File: src/rtl/sdram_fpw_pkg.sv
package sdram_fpw_pkg;

  typedef enum logic [2:0] {
    ST_IDLE, ST_ACT, ST_RCD, ST_BURST, ST_BST, ST_TWR, ST_PRE
  } state_e;

  // {ras_n, cas_n, we_n}
  typedef enum logic [2:0] {
    CMD_NOP = 3'b111,
    CMD_ACT = 3'b011,
    CMD_WR  = 3'b100,
    CMD_BST = 3'b110,
    CMD_PRE = 3'b010
  } cmd_e;

  function automatic int ceil_div(input int num, input int den);
    return (num + den - 1) / den;
  endfunction

  function automatic int max2(input int a, input int b);
    return (a > b) ? a : b;
  endfunction

endpackage

File: src/rtl/sdram_fpw_timer.sv
module sdram_fpw_timer #(
  parameter int W = 2
) (
  input  logic         clk_i,
  input  logic         rst_ni,
  input  logic         load_i,
  input  logic [W-1:0] val_i,
  output logic         zero_o
);

  logic [W-1:0] cnt_q;

  always_ff @(posedge clk_i or negedge rst_ni) begin
    if (!rst_ni)           cnt_q <= '0;
    else if (load_i)       cnt_q <= val_i;
    else if (cnt_q != '0)  cnt_q <= cnt_q - 1'b1;
  end

  assign zero_o = (cnt_q == '0);

endmodule

File: src/rtl/sdram_fpw_col_ctr.sv
module sdram_fpw_col_ctr #(
  parameter int COL_W = 11
) (
  input  logic             clk_i,
  input  logic             rst_ni,
  input  logic             load_i,
  input  logic [COL_W-1:0] start_col_i,
  input  logic [1:0]       mode_i,
  input  logic             step_i,
  output logic [COL_W-1:0] col_o,
  output logic             last_o
);

  localparam logic [COL_W-1:0] FULL = '1;

  logic [COL_W-1:0] mask_d, mask_q, col_q, rem_q;

  // x4 uses every column bit, x8 one fewer, x16 two fewer
  always_comb begin
    unique case (mode_i)
      2'd0:    mask_d = FULL;
      2'd1:    mask_d = FULL >> 1;
      default: mask_d = FULL >> 2;
    endcase
  end

  always_ff @(posedge clk_i or negedge rst_ni) begin
    if (!rst_ni) begin
      mask_q <= '0;
      col_q  <= '0;
      rem_q  <= '0;
    end else if (load_i) begin
      mask_q <= mask_d;
      col_q  <= start_col_i & mask_d;
      rem_q  <= mask_d;
    end else if (step_i) begin
      col_q  <= (col_q + 1'b1) & mask_q;
      if (rem_q != '0) rem_q <= rem_q - 1'b1;
    end
  end

  assign col_o  = col_q;
  assign last_o = (rem_q == '0);

endmodule

File: src/rtl/sdram_fpw_pins.sv
module sdram_fpw_pins
  import sdram_fpw_pkg::*;
#(
  parameter int ADDR_W = 12,
  parameter int BANK_W = 2,
  parameter int COL_W  = 11
) (
  input  state_e            state_i,
  input  logic              first_i,
  input  logic [ADDR_W-1:0] row_i,
  input  logic [COL_W-1:0]  col_i,
  input  logic [BANK_W-1:0] bank_i,
  output logic              cs_n_o,
  output logic              ras_n_o,
  output logic              cas_n_o,
  output logic              we_n_o,
  output logic [BANK_W-1:0] ba_o,
  output logic [ADDR_W-1:0] addr_o
);

  cmd_e              cmd;
  logic [ADDR_W-1:0] col_addr;

  // A10 is reserved for the auto-precharge flag, so the column skips it
  for (genvar i = 0; i < ADDR_W; i++) begin : g_cmap
    if (i < 10) begin : g_lo
      if (i < COL_W) begin : g_use
        assign col_addr[i] = col_i[i];
      end else begin : g_zero
        assign col_addr[i] = 1'b0;
      end
    end else if (i == 10) begin : g_a10
      assign col_addr[i] = 1'b0;
    end else begin : g_hi
      if (i - 1 < COL_W) begin : g_use
        assign col_addr[i] = col_i[i-1];
      end else begin : g_zero
        assign col_addr[i] = 1'b0;
      end
    end
  end

  always_comb begin
    cmd    = CMD_NOP;
    addr_o = '0;
    unique case (state_i)
      ST_ACT: begin
        cmd    = CMD_ACT;
        addr_o = row_i;
      end
      ST_BURST: begin
        cmd    = first_i ? CMD_WR : CMD_NOP;
        addr_o = col_addr;
      end
      ST_BST:  cmd = CMD_BST;
      ST_PRE:  cmd = CMD_PRE;
      default: cmd = CMD_NOP;
    endcase
  end

  assign {ras_n_o, cas_n_o, we_n_o} = cmd;
  assign cs_n_o = 1'b0;
  assign ba_o   = (state_i == ST_IDLE) ? '0 : bank_i;

endmodule

File: src/rtl/sdram_fpw_seq.sv
module sdram_fpw_seq
  import sdram_fpw_pkg::*;
#(
  parameter int ADDR_W  = 12,
  parameter int BANK_W  = 2,
  parameter int COL_W   = 11,
  parameter int DQ_W    = 16,
  parameter int TCK_PS  = 7000,
  parameter int TRCD_PS = 15000,
  parameter int TWR_PS  = 15000
) (
  input  logic              clk_i,
  input  logic              rst_ni,
  input  logic              start_i,
  input  logic [BANK_W-1:0] bank_i,
  input  logic [ADDR_W-1:0] row_i,
  input  logic [COL_W-1:0]  col_i,
  input  logic [1:0]        mode_i,
  input  logic              keep_open_i,
  output logic              busy_o,
  output logic              done_o,
  input  logic [DQ_W-1:0]   wdata_i,
  input  logic              wvalid_i,
  output logic              wready_o,
  output logic              cs_n_o,
  output logic              ras_n_o,
  output logic              cas_n_o,
  output logic              we_n_o,
  output logic [BANK_W-1:0] ba_o,
  output logic [ADDR_W-1:0] addr_o,
  output logic [DQ_W-1:0]   dq_o,
  output logic              dq_oe_o,
  output logic              dqm_o
);

  localparam int TRCD_CYC = max2(1, ceil_div(TRCD_PS, TCK_PS));
  localparam int TWR_GAP  = max2(2, ceil_div(TWR_PS, TCK_PS));
  localparam int RCD_LD   = (TRCD_CYC >= 2) ? TRCD_CYC - 2 : 0;
  localparam int TWR_LD   = (TWR_GAP >= 3) ? TWR_GAP - 3 : 0;
  localparam int TMR_W    = $clog2(max2(RCD_LD, TWR_LD) + 2);

  state_e            state_q, state_d;
  logic [BANK_W-1:0] bank_q;
  logic [ADDR_W-1:0] row_q;
  logic              keep_q, first_q, done_q;
  logic              accept, in_burst;
  logic              tmr_load, tmr_zero;
  logic [TMR_W-1:0]  tmr_val;
  logic [COL_W-1:0]  col;
  logic              col_last;

  assign accept   = (state_q == ST_IDLE) && start_i;
  assign in_burst = (state_q == ST_BURST);

  always_comb begin
    state_d  = state_q;
    tmr_load = 1'b0;
    tmr_val  = '0;
    unique case (state_q)
      ST_IDLE: if (start_i) state_d = ST_ACT;
      ST_ACT: begin
        if (TRCD_CYC <= 1) state_d = ST_BURST;
        else begin
          state_d  = ST_RCD;
          tmr_load = 1'b1;
          tmr_val  = TMR_W'(RCD_LD);
        end
      end
      ST_RCD:   if (tmr_zero) state_d = ST_BURST;
      ST_BURST: if (col_last) state_d = ST_BST;
      ST_BST: begin
        if (keep_q)            state_d = ST_IDLE;
        else if (TWR_GAP == 2) state_d = ST_PRE;
        else begin
          state_d  = ST_TWR;
          tmr_load = 1'b1;
          tmr_val  = TMR_W'(TWR_LD);
        end
      end
      ST_TWR:  if (tmr_zero) state_d = ST_PRE;
      ST_PRE:  state_d = ST_IDLE;
      default: state_d = ST_IDLE;
    endcase
  end

  always_ff @(posedge clk_i or negedge rst_ni) begin
    if (!rst_ni) begin
      state_q <= ST_IDLE;
      bank_q  <= '0;
      row_q   <= '0;
      keep_q  <= 1'b0;
      first_q <= 1'b0;
      done_q  <= 1'b0;
    end else begin
      state_q <= state_d;
      if (accept) begin
        bank_q <= bank_i;
        row_q  <= row_i;
        keep_q <= keep_open_i;
      end
      first_q <= (state_d == ST_BURST) && !in_burst;
      done_q  <= (state_q == ST_PRE) || ((state_q == ST_BST) && keep_q);
    end
  end

  sdram_fpw_timer #(.W(TMR_W)) i_timer (
    .clk_i  (clk_i),
    .rst_ni (rst_ni),
    .load_i (tmr_load),
    .val_i  (tmr_val),
    .zero_o (tmr_zero)
  );

  sdram_fpw_col_ctr #(.COL_W(COL_W)) i_col_ctr (
    .clk_i       (clk_i),
    .rst_ni      (rst_ni),
    .load_i      (accept),
    .start_col_i (col_i),
    .mode_i      (mode_i),
    .step_i      (in_burst),
    .col_o       (col),
    .last_o      (col_last)
  );

  sdram_fpw_pins #(
    .ADDR_W (ADDR_W),
    .BANK_W (BANK_W),
    .COL_W  (COL_W)
  ) i_pins (
    .state_i (state_q),
    .first_i (first_q),
    .row_i   (row_q),
    .col_i   (col),
    .bank_i  (bank_q),
    .cs_n_o  (cs_n_o),
    .ras_n_o (ras_n_o),
    .cas_n_o (cas_n_o),
    .we_n_o  (we_n_o),
    .ba_o    (ba_o),
    .addr_o  (addr_o)
  );

  // A missing word still spends its column; the mask protects it
  assign wready_o = in_burst;
  assign dq_oe_o  = in_burst;
  assign dq_o     = in_burst ? wdata_i : '0;
  assign dqm_o    = in_burst && !wvalid_i;
  assign busy_o   = (state_q != ST_IDLE);
  assign done_o   = done_q;

endmodule

File: config.mk
export PLATFORM = sky130hd
export DESIGN_NAME = sdram_fpw_seq
export DESIGN_NICKNAME = d
export VERILOG_FILES = /design/src/rtl/sdram_fpw_pkg.sv /design/src/rtl/sdram_fpw_timer.sv /design/src/rtl/sdram_fpw_col_ctr.sv /design/src/rtl/sdram_fpw_pins.sv /design/src/rtl/sdram_fpw_seq.sv
export SDC_FILE = /design/constraint.sdc
export NUM_CORES = 1
export LEC_CHECK = 0
export BUFFER_PORTS_ARGS = -buffer_cell sky130_fd_sc_hd__buf_4
export CAP_MARGIN = 20
export CORE_AREA = 2 2 83 85
export DETAILED_ROUTE_END_ITERATION = 8
export DIE_AREA = 0 0 85 87
export PLACE_DENSITY = 0.81
export SLEW_MARGIN = 10
export SYNTH_ARGS = -nofsm -noshare
export SYNTH_HDL_FRONTEND = slang
export SYNTH_HIERARCHICAL = 1
export SYNTH_SLANG_ARGS = --single-unit
export TNS_END_PERCENT = 1
File: constraint.sdc
create_clock -name clk_i -period 2.8 [get_ports clk_i]
set_input_delay 0.42 -clock clk_i [delete_from_list [all_inputs] [get_ports clk_i]]
set_output_delay 0.42 -clock clk_i [all_outputs]
set_load 0.01 [all_outputs]
==> impl_metrics.ini, run 1 <==
[outcome]
status = completed

[yosys]
synth.distinct_cells = 62
syn-num-nets = 334
synth_top_family_by_area = simple AND/OR/NAND/NOR gates
synth_compound_area_share_pct = 12.3
ys.warnings.count = 6
ys.flop_type = dfrtp_1
synth_fa_ha_area_share_pct = 1.32
ys_seq_area_share_pct = 41.5
synth-edff-count = 0
muxShareOfSynthArea_pct = 12.4
syn_area_sq_mm = 0.00284
synth_seq_cells = 47
yosys.area_share.simple_pct = 24.6
post_synth.cell_area_avg_sq_um = 10.0
synthArstFlopShare_pct = 100
synth_xor_area_share_pct = 1.85
synthCells = 283

[critical_path]
startpoint_type = register
crit_required_ns = 3.02
worstReg2RegStart = state_q[1]
worstRegToRegCells = 6
cp_slowest_stage_delay_ns = 0.55
critPathKind = register to register
r2r_end = i_col_ctr/rem_q[7]
slowest_stage = dfrtp_1
worstPathMaxFanout = 10
cp_top_family = simple AND/OR/NAND/NOR gates
arrival_ns = 2.51
rrSetupSlack_ns = 0.52
path_buf_inv = 1
crit_chain = inv_1, nor2_2, or4b_4, or3_4, nor4_2, mux2i_1
critPathCaptureType = register

[grt]
grt_pass1_wl_um = 11300
antenna_found_initial = 0
grt_overflow_total = 0
grt_pass1_vias = 2491
grt_max_degree = 48
grt.total_usage_pct = 18.9

[timing]
fin_crit_ns = 2.28
maxClockFrequency_mhz = 438
tns_ns = 0
drv_slew = 0
hold_viol_final = 0
rsz0062_at_grt = false
whs_ns = 0.118
clock_skew_ns = 0.00846
finalCritPeriodShare_pct = 81.6
worst_pin_slew_ns = 0.597
setup_viol = 0
slew_headroom_pct = 60.2

[power]
p_leak_nw = 1.72
p_int_mw = 1.54
clockPowerShare_pct = 17.6
ir_drop_mv = 0.414
switching_share_pct = 36.5
p_seq_share_pct = 43.6
p_total_mw = 2.42
powerDensity_mw_per_mm2 = 672
p_sw_uw = 882
share_comb_of_total_power_pct = 38.8

[clocking]
cts_max_level = 2
cts_root_buffer = clkbuf_8
cts_buffer_depth = 2
cts_setup_buffers = 0
cts_tree = built
clk_pin_slew_ns = 0.08
cts_buffers = 5
cts_resized = 0
cts.sinks = 47
worstSkewPairLatency_ns = 0.30
hold_buffers = 0

[routing]
wl_per_cell_um = 14.9
dr.first_iter.drc_count = 94
viasPerCell = 5.38
wl_um = 6620
dr.pass1.iters = 4
vias = 2392
drc_errors = 0
drtAntennaViolNets = 0

[place]
hpwlAfterDp_um = 4840
post_dp_cell_area_sq_mm = 0.00351
dpl.cell_count = 438
place.gp.congestion = 0.810
io_buffers = 85

[cells_and_area]
fin_area_sq_mm = 0.00360
diodes = 0
drive_above_1_share_pct = 33.7
layout-area-overhead-vs-synth_pct = 26.9
fillers = 587
nets = 416
stdcell_count = 445

[floorplan]
ios = 87
fp.dieH_um = 87
rows = 30
coreArea_sq_mm = 0.00657
die_x_um = 85
dieArea_sq_mm = 0.00740
initial_utilization_pct = 43.2

[hold_path]
min_path_type = input pin to async pin

[run]
drv_cap = 0
power groups by stage:
stage	Combinational, mW	Sequential (mW)	Clock [mW]
CTS	0.952	1.05	0.442
global placement	0.904	1.05	0
detailed placement	0.948	1.07	0
floorplan	0.626	1.00	0
global route	1.05	1.09	0.474
finish	0.938	1.05	0.427
worst max-delay path by stage:
stage | end | slack, ns | from | depth (start not counted)
2_1_floorplan | i_col_ctr/rem_q[7] | 0.07 | state_q[2] | 8
3_3_place_gp | i_col_ctr/rem_q[7] | 0.67 | state_q[1] | 6
3_5_place_dp | i_col_ctr/rem_q[7] | 0.52 | state_q[1] | 6
4_1_cts | i_col_ctr/rem_q[7] | 0.51 | state_q[1] | 6
5_1_grt | i_col_ctr/rem_q[7] | 0.36 | state_q[1] | 6
6_report | i_col_ctr/rem_q[7] | 0.52 | state_q[1] | 6
final cells by class:
class / count / area [sq um] / share of cell area [%]
Multi-Input combinational cell: 210 / 1500 / 41.6
Sequential cell: 47 / 1180 / 32.7
Timing Repair Buffer: 91 / 696 / 19.3
Tap cell: 80 / 100 / 2.78
Clock buffer: 6 / 82.6 / 2.29
Inverter: 10 / 37.5 / 1.04
Clock inverter: 1 / 8.76 / 0.243
cells by family after synthesis:
family,Yosys count
multiplexers,30
other,2
XOR/XNOR,6
AND/OR/NAND/NOR,120
flip-flops,47
AO/OA/AOI/OAI,49
adder cells (fa/ha/maj),3
buffers and inverters,26
stage by stage:
step | setup WS, ns | util, %
6_report | 0.515 | 54.8
5_1_grt | 0.365 | 54.8
4_1_cts | 0.511 | 54.8
3_5_place_dp | 0.517 | 53.4
3_3_place_gp | 0.665 | 53.4
2_1_floorplan | 0.0665 | -
cell usage in the layout (no fill, tap or decap), types with 3 or more instances in the layout:
cell type / n
or3_1: 4
xnor2_1: 4
and2_1: 17
nor4_1: 3
ha_1: 3
mux2_4: 9
o21ai_0: 17
buf_4: 90
nand3_1: 7
mux2i_1: 15
clkbuf_8: 6
a21oi_1: 5
nand2b_1: 6
nor3b_1: 7
nor3_1: 6
dfrtp_1: 47
inv_1: 9
o211ai_1: 4
mux2_2: 6
nor2b_1: 7
nor2_1: 25
nand2_1: 19
routing by layer:
layer | wire length, um | track usage [%] | share of wire [%]
met1 | 2760 | 23.6 | 42
met2 | 3380 | 33.1 | 51
met3 | 403 | 3.70 | 6.1
met4 | 72 | 5.77 | 1.1
met5 | 0 | 0 | 0
cell usage after synthesis (4+ instances only):
cell type	n	area, sq um
or3_1	4	25.0
o21ai_0	17	85.1
inv_1	9	33.8
clkbuf_1	6	22.5
o211ai_1	4	30.0
nor3_1	6	30.0
xnor2_1	4	35.0
mux2_4	9	135
and2_1	17	106
mux2i_1	15	150
a21oi_1	5	25.0
nand2_1	19	71.3
nor2b_1	7	43.8
nor3b_1	7	52.6
nand2b_1	6	37.5
nor2_1	26	97.6
mux2_2	6	67.6
dfrtp_1	47	1180
nand3_1	7	35.0
state kept, by name, indices dropped and copies added (netlist names):
name and cells:
i_col_ctr/rem_q 11, i_col_ctr/col_o 11, first_q 1, done_o 1
keep_q 1, state_q 3, i_col_ctr/mask_q 3, row_q 12
bank_q 2, i_timer/cnt_q 2
worst reg2reg max path, cell delays in order, from the launching register on:
cell and delay, ns:
dfrtp_1 0.55, inv_1 0.17, nor2_2 0.16, or4b_4 0.48
or3_4 0.37, nor4_2 0.26, mux2i_1 0.22
Note: power is estimated with default switching activity, not from simulation.
==> run 2: changes to the inputs <==
==> constraint.sdc (replaced) <==
create_clock -name clk_i -period 2 [get_ports clk_i]
set_input_delay 0.3 -clock clk_i [delete_from_list [all_inputs] [get_ports clk_i]]
set_output_delay 0.3 -clock clk_i [all_outputs]
set_load 0.01 [all_outputs]
==> impl_metrics.ini, run 2 (synthesis gave the netlist of run 1 again) <==
[outcome]
violations = setup timing
status = complete, but fails checks

[cells_and_area]
layout_commonest_cell = buf_4
drive_above_1_share_pct = 38.3
fillers = 554
layout_common_cells = 104 x buf_4, 47 x dfrtp_1, 25 x nor2_1, 19 x nand2_1
layout-area-overhead-vs-synth_pct = 33.7
diodes = 0
stdcell_count = 461
largest_register_ffs = 12
nets = 431
top_register = row_q
fin_area_sq_mm = 0.00379

[critical_path]
worstRegToRegCells = 6
worstReg2RegStart = state_q[2]
critPathKind = register to register
r2r_end = i_col_ctr/rem_q[9]
slowest_stage = or4b_4
worstPathMaxFanout = 5
crit_chain = nand2b_4, nor2_4, or4b_4, or3_4, or3_1, nand3_1
crit_required_ns = 2.23
arrival_ns = 2.25
cp_slowest_stage_delay_ns = 0.48
startpoint_type = register
critPathCaptureType = register
rrSetupSlack_ns = -0.02

[power]
p_sw_mw = 1.32
ir_drop_mv = 0.502
switching_share_pct = 35.9
clockPowerShare_pct = 19.6
p_int_mw = 2.36
p_leak_nw = 1.82
share_comb_of_total_power_pct = 40.5
p_seq_share_pct = 39.9
p_total_mw = 3.68
powerDensity_mw_per_mm2 = 971

[routing]
drtAntennaViolNets = 0
wl_per_cell_um = 15.1
dr.pass1.iters = 4
drc_errors = 0
highest_layer = met4
met1_length_um = 3100
wl_um = 6980
dr.first_iter.drc_count = 93
viasPerCell = 5.35
met2_length_um = 3510
met3_length_um = 301
vias = 2468

[floorplan]
ios = 87
die_x_um = 85
rows = 30
fp.dieH_um = 87
initial_utilization_pct = 43.2
dieArea_sq_mm = 0.00740
coreArea_sq_mm = 0.00657

[clocking]
cts_root_buffer = clkbuf_8
cts_buffer_depth = 2
cts_tree = built
clk_pin_slew_ns = 0.09
hold_buffers = 0
cts.sinks = 47
worstSkewPairLatency_ns = 0.30
cts_max_level = 2
cts_buffers = 5

[place]
hpwlAfterDp_um = 5010
dpl.cell_count = 452
place.gp.congestion = 0.801
post_dp_cell_area_sq_mm = 0.00361
io_buffers = 85

[timing]
tns_ns = -0.0206
fin_crit_ns = 2.02
slew_headroom_pct = 60.8
hold_viol_final = 0
finalCritPeriodShare_pct = 101
setup_ws_ns = -0.0160
rsz0062_at_grt = true
clock_skew_ns = 0.00574
maxClockFrequency_mhz = 496
worst_pin_slew_ns = 0.588
setup_viol = 2
drv_slew = 0

[grt]
grt_pass1_vias = 2409
grt_pass1_wl_um = 11300
grt_max_degree = 48
grt.total_usage_pct = 18.8
grt_overflow_total = 0
antenna_found_initial = 0

[run]
drv_cap = 0

[hold_path]
min_path_type = input pin to async pin
## run 2: changes by cell type in the layout (fill, tap and decap cells not counted), sizes merged
cell	delta
inv	-1
buf	+15
clkinv	+1
bufinv	+1
## run 2: how the worst max path moves through the flow
| stage | end | cells past startpoint | startpoint |
|---|---|---|---|
| after floorplan | i_col_ctr/rem_q[7] | 9 | state_q[1] |
| after global placement | i_col_ctr/rem_q[0] | 7 | i_col_ctr/rem_q[0] |
| after detailed placement | i_col_ctr/rem_q[0] | 7 | i_col_ctr/rem_q[0] |
| after CTS | i_col_ctr/rem_q[5] | 6 | state_q[2] |
| after global routing | i_col_ctr/rem_q[9] | 6 | state_q[2] |
| final | i_col_ctr/rem_q[9] | 6 | state_q[2] |
## run 2: final cells by class
type / instances / area [sq um] / share of cell area [%]
well taps: 80 / 100 / 2.64
flip-flops and latches: 47 / 1180 / 31.0
repair buffers: 106 / 812 / 21.4
multi-input cells: 210 / 1550 / 40.8
clock inverters: 2 / 35.0 / 0.924
clock buffers: 6 / 82.6 / 2.18
inverters: 10 / 37.5 / 0.990
## run 2: critical path: cells and delay by family (launching register included)
family | cells | cell delay (ns)
DFF | 1 | 0.39
and+or+nand+nor | 6 | 1.56
## run 2: stage by stage
| step | hold WS [ns] | setup slack [ns] | utilization [%] |
|---|---|---|---|
| final | 0.00178 | -0.0160 | 57.7 |
| after floorplan | 0.00441 | -0.379 | - |
| after CTS | 0.0200 | -0.0139 | 57.2 |
| after detailed placement | 0.348 | -0.0327 | 55.0 |
| after global placement | 0.347 | 0.0325 | 55.0 |
| after global routing | 0.0476 | -0.0645 | 57.7 |
## run 2: power by group through the flow
stage	combinational [mW]	clock, mW	sequential (mW)
2_1_floorplan	0.888	0	1.40
3_3_place_gp	1.35	0	1.45
3_5_place_dp	1.42	0	1.47
4_1_cts	1.47	0.738	1.45
5_1_grt	1.63	0.767	1.50
6_report	1.49	0.722	1.47
## run 2: routing by layer
| layer | up-vias | track usage [%] |
|---|---|---|
| met4 | 0 | 5.48 |
| li1 | 1198 | - |
| met3 | 9 | 3.70 |
| met2 | 63 | 31.6 |
| met5 | - | 0 |
| met1 | 1198 | 24.8 |
## run 2: repair_timing
item / 4_1_cts / 5_1_grt
pin swaps: 2 / 4
resized for setup: 7 / 7
setup endpoints to repair: 7 / 13
buffers inserted: 1 / 0
hold endpoints to repair: 0 / 0
==> run 3: changes to the inputs <==
--- a/config.mk
+++ b/config.mk
@@ -11,6 +11,7 @@
 export DETAILED_ROUTE_END_ITERATION = 8
 export DIE_AREA = 0 0 85 87
 export PLACE_DENSITY = 0.81
+export SKIP_CTS_REPAIR_TIMING = 1
 export SLEW_MARGIN = 10
 export SYNTH_ARGS = -nofsm -noshare
 export SYNTH_HDL_FRONTEND = slang
==> impl_metrics.ini, run 3 (synthesis gave the netlist of run 1 again) <==
[run]
drv_cap = 0

[timing]
setup_ws_ns = -0.0280
drv_slew = 0
clock_skew_ns = 0.00785
fin_crit_ns = 2.03
maxClockFrequency_mhz = 493
hold_viol_final = 0
worst_pin_slew_ns = 0.600
finalCritPeriodShare_pct = 101
whs_ns = 0.00816
rsz0062_at_grt = true
slew_headroom_pct = 60.0
setup_viol = 3

[routing]
dr.pass1.iters = 4
viasPerCell = 5.37
vias = 2470
wl_um = 6910
dr.first_iter.drc_count = 131
wl_per_cell_um = 15.0
drc_errors = 0
drtAntennaViolNets = 0

[grt]
grt_max_degree = 48
grt.total_usage_pct = 18.3
grt_overflow_total = 0
grt_pass1_wl_um = 11000
grt_pass1_vias = 2396
antenna_found_initial = 0

[place]
place.gp.congestion = 0.801
post-place-ws_ns = -0.0327
hpwlAfterDp_um = 5010
post_dp_cell_area_sq_mm = 0.00361
io_buffers = 85

[critical_path]
startpoint_type = register
critPathCaptureType = register
worstPathMaxFanout = 5
crit_required_ns = 2.22
critPathKind = register to register
arrival_ns = 2.25

[cells_and_area]
nets = 430
diodes = 0
fin_area_sq_mm = 0.00378
fillers = 551
largest_register_ffs = 12
drive_above_1_share_pct = 37.9
top_register = row_q
layout_commonest_cell = buf_4
layout_common_cells = 102 x buf_4, 47 x dfrtp_1, 25 x nor2_1, 19 x nand2_1
final_util_pct = 57.6
layout-area-overhead-vs-synth_pct = 33.4

[clocking]
cts_buffers = 5
clk_pin_slew_ns = 0.09
cts_max_level = 2
cts_buffer_depth = 2
cts.sinks = 47
cts_root_buffer = clkbuf_8
cts_tree = built
worstSkewPairLatency_ns = 0.30

[floorplan]
fp.dieH_um = 87
rows = 30
initial_utilization_pct = 43.2
coreArea_sq_mm = 0.00657
ios = 87
die_x_um = 85
dieArea_sq_mm = 0.00740

[outcome]
violations = setup timing
status = complete, but fails checks

[power]
ir_drop_mv = 0.502
powerDensity_mw_per_mm2 = 967
p_total_mw = 3.66
p_leak_nw = 1.82

[hold_path]
min_path_type = input pin to async pin
[run 3: worst paths after layout]
check,from,end,slack (ns),cells after the start
max reg2reg,state_q[2],i_col_ctr/rem_q[7],-0.03,6
max in group asynchronous,rst_ni,i_col_ctr/rem_q[0],1.59,1
min reg2reg,bank_q[1],bank_q[1],0.51,1
min in group clk_i,mode_i[0],i_col_ctr/mask_q[10],0.18,2
min,rst_ni,row_q[0],0.008,1
max,state_q[2],i_col_ctr/rem_q[7],-0.03,6
[run 3: stage by stage]
| step | instances | setup TNS, ns |
|---|---|---|
| after global placement | 452 | 0 |
| after floorplan | 283 | -1.91 |
| final | 460 | -0.0602 |
| after global routing | 460 | -0.490 |
| after CTS | 460 | -0.183 |
| after detailed placement | 452 | -0.0374 |
[run 3: cell type report]
| class | instances | area, sq um | area share (%) |
|---|---|---|---|
| Inverter | 10 | 37.5 | 0.992 |
| Tap cell | 80 | 100 | 2.64 |
| Sequential cell | 47 | 1180 | 31.1 |
| Timing Repair Buffer | 105 | 808 | 21.4 |
| Clock buffer | 6 | 82.6 | 2.18 |
| Clock inverter | 2 | 35.0 | 0.926 |
| Multi-Input combinational cell | 210 | 1550 | 40.8 |
[run 3: worst max-delay path, stage by stage (launching register included)]
cell and delay (ns):
dfrtp_1 0.39, nand2b_4 0.16, nor2_4 0.08, or4b_4 0.48, or3_4 0.39, nor4_4 0.25
mux2i_1 0.20
[run 3: where the power goes]
group | internal (mW) | total (mW) | switching, mW | leakage (nW)
sequential | 1.18 | 1.47 | 0.294 | 0.578
combinational | 0.764 | 1.46 | 0.701 | 1.18
clock | 0.405 | 0.722 | 0.318 | 0.0612
total | 2.35 | 3.66 | 1.31 | 1.82
[run 3: routing by layer]
metal | share of wire, % | wire [um] | vias to the layer above | GRT usage (%)
met4 | 0.91 | 63 | 0 | 5.34
met2 | 50 | 3450 | 68 | 31.0
li1 | - | - | 1198 | -
met5 | 0 | 0 | - | 0
met1 | 44 | 3060 | 1197 | 23.6
met3 | 4.8 | 331 | 7 | 3.70
